### src/rtl/irq_set_clear.sv
module irq_set_clear #(
  parameter int ADDR_W = 8,
  parameter logic [ADDR_W-1:0] OFS_STATUS = 8'h24,
  parameter logic [ADDR_W-1:0] OFS_RAISE  = 8'h60,
  parameter logic [ADDR_W-1:0] OFS_LOWER  = 8'h64,
  parameter logic [31:0] CALC_CODE = 32'h0000_0001,
  parameter logic [31:0] DMA_CODE  = 32'h0000_0100
) (
  input  logic              clk,
  input  logic              rst_n,
  input  logic              reg_wr,
  input  logic [ADDR_W-1:0] reg_addr,
  input  logic [31:0]       reg_wdata,
  output logic [31:0]       reg_rdata,
  input  logic [1:0]        evt_in,
  input  logic              msg_mode,
  output logic              irq_level,
  output logic              msg_req
);

  logic [31:0] status_q, set_vec, clr_vec, status_d;
  logic        wr_raise, wr_lower, raise, nonzero;

  assign wr_raise = reg_wr && (reg_addr == OFS_RAISE);
  assign wr_lower = reg_wr && (reg_addr == OFS_LOWER);

  assign set_vec = (wr_raise  ? reg_wdata : 32'h0)
                 | (evt_in[0] ? CALC_CODE : 32'h0)
                 | (evt_in[1] ? DMA_CODE  : 32'h0);
  assign clr_vec = wr_lower ? reg_wdata : 32'h0;
  assign raise   = wr_raise || (|evt_in);

  assign status_d = (status_q & ~clr_vec) | set_vec;
  assign nonzero  = |status_d;

  assign reg_rdata = (reg_addr == OFS_STATUS) ? status_q : 32'h0;

  always_ff @(posedge clk or negedge rst_n) begin
    if (!rst_n) begin
      status_q  <= 32'h0;
      irq_level <= 1'b0;
      msg_req   <= 1'b0;
    end else begin
      status_q <= status_d;
      msg_req  <= msg_mode && raise && nonzero;
      if (!msg_mode) begin
        if (raise && nonzero)
          irq_level <= 1'b1;
        else if (wr_lower && !nonzero)
          irq_level <= 1'b0;
      end
    end
  end

endmodule

### config.mk
export PLATFORM = sky130hd
export DESIGN_NAME = irq_set_clear
export DESIGN_NICKNAME = d
export VERILOG_FILES = /design/src/rtl/irq_set_clear.sv
export SDC_FILE = /design/constraint.sdc
export NUM_CORES = 1
export LEC_CHECK = 0
export BUFFER_PORTS_ARGS = -buffer_cell sky130_fd_sc_hd__clkbuf_2
export CAP_MARGIN = 0
export CORE_AREA = 3 3 63 76
export CTS_CLUSTER_SIZE = 10
export DETAILED_ROUTE_END_ITERATION = 6
export DIE_AREA = 0 0 66 79
export PLACE_DENSITY = 0.87
export RECOVER_POWER = 25
export SYNTH_ARGS = -nofsm -noshare
export SYNTH_HDL_FRONTEND = slang
export SYNTH_SLANG_ARGS = --single-unit
export TNS_END_PERCENT = 30
### constraint.sdc
create_clock -name clk -period 2.7 [get_ports clk]
set_input_delay 0.135 -clock clk [delete_from_list [all_inputs] [get_ports clk]]
set_output_delay 0.135 -clock clk [all_outputs]
set_load 0.01 [all_outputs]
==> metrics, run 1 <==
status=finished, violations left; failing checks=max-capacitance violations, max-slew violations; Critical Path End Type=flip-flop; worst skew pair latency=0.28 ns; top-count cell post-synth=a21oi_1; TritonRoute pass-1 iters=4; CTS buffer count=5; Final ANT Viol Nets=0; CTS root buffer=clkbuf_8; sequential area share after synthesis=39.53%; Hold Startpoint=reg_wdata[30]; initial antenna violation count=0; max cap viols=1; total wire length=5712 um; final setup fails=0; final period utilization=79.98%; Mapped Avg Cell Area=8.439 um2; Hold Path Cell Cnt=2; # resized after CTS=0; # IOs=80; pwr dens=436.4 nW/um2; fill count=338; worst r2r dst=irq_level; top-area cell type share of the netlist area=39.53%; clock buffer depth=2; Fin. Hold Viols=0; via count=2,263; worst r2r src=status_q[7]; Setup WS pre-CTS=0.2472 ns; CP Max Fanout=11; Max VDD drop=0.0002811 V; share of layout cells above drive strength 1=28.74%; sequential cell area=850.8 um2; met2 usage=40.42%; Post-synth top cells=a21oi_1 (42), a31oi_1 (36), dfrtp_1 (34); worst r2r path cells=5; Multi-input gate area=1222 um2; Cell variety after synth=31; ys async rst share=100.0%; Startpoint Class=input port; # DRC=0; CTS tree=yes; final net count=379; clk slew on worst S/H paths=0.07 ns; Primary FF master, synth=dfrtp_1; number of synthesized flops with an enable pin=0; GR Overflow Total=0; Synth Register Bits=34; Int Pwr=849.8 uW; clock power share=32.7%; CTS Hold Bufs=1; post-detail-place hpwl=4293 um; total die area=5214 um2; GRT Max-Usage Layer=met2; Gate Count Post-Synth=255; Period minus WS final=2.159 ns; Initial Util=53.33%; GRT met1 Usage=28.12%; Slew HR=-21.88%; leak pwr=0.001259 uW; final setup margin=0.5406 ns; M3 GR Usage=4.950%; Routed WL per cell=14.72 um; Syn Nets=301; NetSw=330.2 uW; sequential share of power=49.5%; Reg2Reg Setup Slack=0.85 ns; Fin Setup TNS=0 ns; Clock Sinks=34; Vias/cell=5.832; Die Wd=66 um; leading area contributor after synthesis=dfrtp_1; synth top area cells=dfrtp_1 (40%), a31oi_1 (10%), a21oi_1 (9.8%); sw frac=27.98%; H-tree levels=2; Max Fclk=463.1 MHz; vias in the first global route=2,185; # port buffers=79; first-pass GRT wire length=9687 um; Critical Path RT=2.87 ns; critical path class=input port to flip-flop; Rows=25; ant diodes=0; Comb power frac=17.8%; Setup Skew=0.002803 ns; Ys Warns=0; largest net degree at the start of global routing=35; core footprint=4035 um2; Die H=79 um; Worst-Margin Slew=1.828 ns; setup bufs post-CTS=0; Worst Hold End=status_q[30]; total track usage=23.20%; post-synthesis cell area=2152 um2; RePlAce Congestion=0.7894; Area Overhead vs Synth=25.64%; RSZ-0062 raised after global routing=false; WP data arrival=2.33 ns; DR iter-0 viols=172; Min-Delay Path Class=input port to flip-flop; pins over their slew limit=35
## placed cells by master, fill, tap and decap left out
cell | Yosys | routed
o211a_1 | 1 | 1
o32a_1 | 1 | 1
dfrtp_1 | 34 | 34
clkbuf_8 | 0 | 6
o32ai_1 | 11 | 11
buf_4 | 0 | 8
nor4_1 | 2 | 1
or2_2 | 2 | 2
nor2_8 | 1 | 1
o21ai_0 | 4 | 4
nand2_1 | 4 | 4
clkbuf_2 | 0 | 75
a31oi_1 | 36 | 36
o211ai_1 | 1 | 1
nor4b_2 | 1 | 1
nor3_1 | 12 | 12
nor2b_1 | 12 | 12
clkbuf_1 | 11 | 6
or4bb_1 | 1 | 1
nand3_1 | 3 | 3
or4b_1 | 1 | 1
nand2b_1 | 14 | 14
nor2_1 | 14 | 14
inv_1 | 2 | 2
nor4_2 | 1 | 2
a21oi_1 | 42 | 42
clkinv_2 | 0 | 1
nand4_1 | 2 | 2
dlygate4sd3_1 | 0 | 1
nor4bb_1 | 1 | 1
and2_1 | 32 | 32
nor3b_1 | 1 | 1
or4_1 | 1 | 1
## power by group through the flow
stage	clock, uW	combinational [uW]	sequential, uW
after floorplan	0	123	581
after global placement	0	202	590
after detailed placement	0	209	592
after CTS	396	211	582
after global routing	419	235	589
final	386	210	584
## area by class of cell
class	count	area share [%]
inverters	2	0.2776
clock inverters	1	0.1851
repair buffers	89	17.17
well taps	54	2.499
flip-flops and latches	34	31.47
multi-input cells	201	45.21
clock buffers	7	3.193
## cell families after synthesis
group	Yosys count	synth area share, %
simple gates	105	29.59
compound gates	96	26.92
flops	34	39.54
buf+inv	20	3.953
## worst max-delay path, cell delays in order
cell and delay, ns:
clkbuf_2 0.09, nor4b_2 0.62, nand3_1 0.28, buf_4 0.25
o32ai_1 0.16, nand3_1 0.16, nor4_2 0.35, o211ai_1 0.14
o211a_1 0.13
## state kept, by name, indices dropped and copies added, names as in the netlist
register / flops
status_q: 32
irq_level: 1
msg_req: 1
## metal layers
layer | vias up | wire length [um]
li1 | 1104 | -
met1 | 1070 | 2362
met2 | 84 | 2924
met3 | 5 | 359
met4 | 0 | 66
met5 | - | 0
## how the worst max path moves through the flow
stage                      startpoint            to  cells past startpoint
final                     reg_addr[4]     irq_level                      9
after global routing            rst_n  status_q[25]                      2
after CTS                 reg_addr[4]     irq_level                      9
after detailed placement  reg_addr[4]     irq_level                      9
after global placement    reg_addr[4]     irq_level                      8
after floorplan           reg_addr[4]     irq_level                      8
## through the flow
stage	total power (uW)	area (um2)	hold slack [ns]	cells	util, %
final	1180	2704	0.06847	388	67.01
after global routing	1243	2704	0.07364	388	67.01
after CTS	1189	2713	0.05881	388	67.22
after detailed placement	800.7	2611	0.2849	379	64.71
after global placement	792.5	2611	0.2713	379	64.71
after floorplan	704.2	2152	-0.1606	255	-
No activity file was read; power rests on OpenSTA's default activity.
==> run 2: changes to the inputs <==
--- a/config.mk
+++ b/config.mk
@@ -7,11 +7,11 @@
 export LEC_CHECK = 0
 export BUFFER_PORTS_ARGS = -buffer_cell sky130_fd_sc_hd__clkbuf_2
 export CAP_MARGIN = 0
-export CORE_AREA = 3 3 63 76
+export CORE_AREA = 3 3 68 82
 export CTS_CLUSTER_SIZE = 10
 export DETAILED_ROUTE_END_ITERATION = 6
-export DIE_AREA = 0 0 66 79
-export PLACE_DENSITY = 0.87
+export DIE_AREA = 0 0 71 85
+export PLACE_DENSITY = 0.79
 export RECOVER_POWER = 25
 export SYNTH_ARGS = -nofsm -noshare
 export SYNTH_HDL_FRONTEND = slang
==> constraint.sdc (replaced) <==
create_clock -name clk -period 1.8 [get_ports clk]
set_input_delay 0.09 -clock clk [delete_from_list [all_inputs] [get_ports clk]]
set_output_delay 0.09 -clock clk [all_outputs]
set_load 0.01 [all_outputs]
==> run 2 against run 1 <==
  * The flow finishes with violations (negative setup slack)
  * Global-route usage down 1.8 points
  * Via count rose by 4.1%
  * Non-clock buffer count up 16
  * Final cell count rose by 5.7%
  * Register-to-register slack got worse by 0.91 ns
  * Final area up 13%
  * Wire length increased by 15%
  * Largest cell class unchanged
==> metrics, run 2 (synthesis results as in run 1) <==
status=finished, violations left; failing checks=negative setup slack; Area Overhead vs Synth=41.80%; Min-Delay Path Class=input port to flip-flop; max reg flops=32 (unchanged); worst skew pair latency=0.29 ns (about the same); core footprint=4905 um2 (+22%); Max Fclk=534.2 MHz; RePlAce Congestion=0.7824 (-0.89%); largest net degree at the start of global routing=35 (unchanged); final net count=395 (+4.2%); fin util=62.22% (-4.8 points); Max VDD drop=0.0003276 V (+17%); pins over their slew limit=0 (-100%); most frequent cells in the layout=clkbuf_2 (47), a21oi_1 (42), a31oi_1 (35), dfrtp_1 (34); largest registers=status_q x32, irq_level x1, msg_req x1; first-pass GRT wire length=10,660 um (+10%); Fin Setup TNS=-1.541 ns (-1.541 ns); DR iter-0 viols=143 (-17%); Startpoint Class=input port; Final Cell Area=3052 um2 (+13%); Slew HR=43.16% (+65 points); total wire length=6574 um (+15%); Hold Startpoint=reg_wdata[30]; clk slew on worst S/H paths=0.07 ns (about the same); Vias/cell=5.744 (-1.5%); final setup fails=33 (+33); WP data arrival=2.05 ns (-0.28 ns); Worst-Margin Slew=0.8526 ns (-0.9756 ns); # DRC=0 (unchanged); Clock Sinks=34 (unchanged); clock buffer depth=2 (unchanged); via count=2,355 (+4.1%); Rows=28 (+12%); Routed WL per cell=16.03 um (+8.9%); Die H=85 um (+7.6%); Critical Path RT=1.98 ns (-0.89 ns); H-tree levels=2 (unchanged); total track usage=21.39% (-1.8 points); CP Max Fanout=7 (-4); Initial Util=43.88% (-9.5 points); pwr dens=600.9 nW/um2 (+38%); total chip power=1834 uW (+55%); worst r2r src=status_q[7]; # port buffers=79 (unchanged); Critical Path End Type=flip-flop; leak pwr=0.001439 uW (+14%); Fin. Hold Viols=0 (unchanged); Hold Slack=0.02580 ns (-0.04267 ns); ant diodes=0 (unchanged); Final ANT Viol Nets=0 (unchanged); Biggest register=status_q; vias in the first global route=2,314 (+5.9%); Setup Skew=0.004978 ns (+0.002175 ns); CTS tree=yes; Die Wd=71 um (+7.6%); final period utilization=104.0%; CTS buffer count=5 (unchanged); GR Overflow Total=0 (unchanged); share of layout cells above drive strength 1=38.00% (+9.3 points); initial antenna violation count=0 (unchanged); Area after DPL=2753 um2 (+5.4%); RSZ-0062 raised after global routing=true; commonest non-fill, non-tap cell in the layout=clkbuf_2; critical path class=input port to flip-flop; CP startpoint=reg_addr[4]; final setup margin=-0.07191 ns (-0.6125 ns); post-detail-place hpwl=4411 um (+2.8%); CTS root buffer=clkbuf_8; total die area=6035 um2 (+16%); Period minus WS final=1.872 ns; max cap viols=0 (-1); # IOs=80 (unchanged); TritonRoute pass-1 iters=5 (+1)
-- run 2: changes by cell type in the layout (fill, tap and decap cells not counted), moves of 2 or more --
cell       previous run  this run
buf_4                 8        19
and2_4                0        10
buf_6                 0        12
clkbuf_16             0         2
and2_1               32        22
clkbuf_2             75        47
clkbuf_1              6         1
buf_2                 0        22
nor4_4                0         2
buf_12                0         2
-- run 2: layer usage --
| layer | up-vias | part of all wire, % | global-route usage (%) |
|---|---|---|---|
| met5 | - | 0 | 0 |
| met4 | 0 | 2.4 | 7.863 |
| met3 | 16 | 5.0 | 4.028 |
| met2 | 91 | 54 | 37.47 |
| met1 | 1106 | 38 | 25.88 |
| li1 | 1142 | - | - |
-- run 2: path summary, 6_finish.rpt --
check	end	slack, ns	cells after the start
max	irq_level	-0.07	8
min	status_q[30]	0.03	2
max reg2reg	irq_level	-0.06	5
min reg2reg	status_q[31]	0.54	2
max in group asynchronous	status_q[1]	0.74	3
min in group asynchronous	status_q[14]	0.53	3
-- run 2: stage by stage --
step,worst slack (ns),std cells
2_1_floorplan,-0.1798,255
3_3_place_gp,-0.3319,397
3_5_place_dp,-0.3818,397
4_1_cts,-0.06613,406
5_1_grt,-0.1450,410
6_report,-0.07191,410
-- run 2: cell type report --
type                    instances  area [um2]
fillers                       411        1853
multi-input cells             201        1304
flip-flops and latches         34       850.8
repair buffers                105       723.2
clock buffers                   7       86.33
well taps                      60       75.07
inverters                       2       7.507
clock inverters                 1       5.005
-- run 2: worst max-delay path, cell delays in order --
cell	delay, ns
buf_6	0.09
or4b_4	0.59
nor2_8	0.18
a31oi_2	0.11
or4_4	0.54
nor4_4	0.16
o211ai_1	0.14
o211a_1	0.15
-- run 2: what timing repair did --
item,in CTS,in global routing
endpoints found under the hold margin,34,0
setup endpoints to repair,33,33
hold buffers,1,0
resized for setup,2,59
buffers inserted,0,2
cloned,0,2
pin swaps,0,5
-- run 2: power breakdown --
group	leakage (uW)	internal [uW]	switching, uW	total [uW]
sequential	0.000447	820	55.6	876
clock	0.0000482	309	276	585
combinational	0.000944	179	194	373
total	0.00144	1310	526	1830
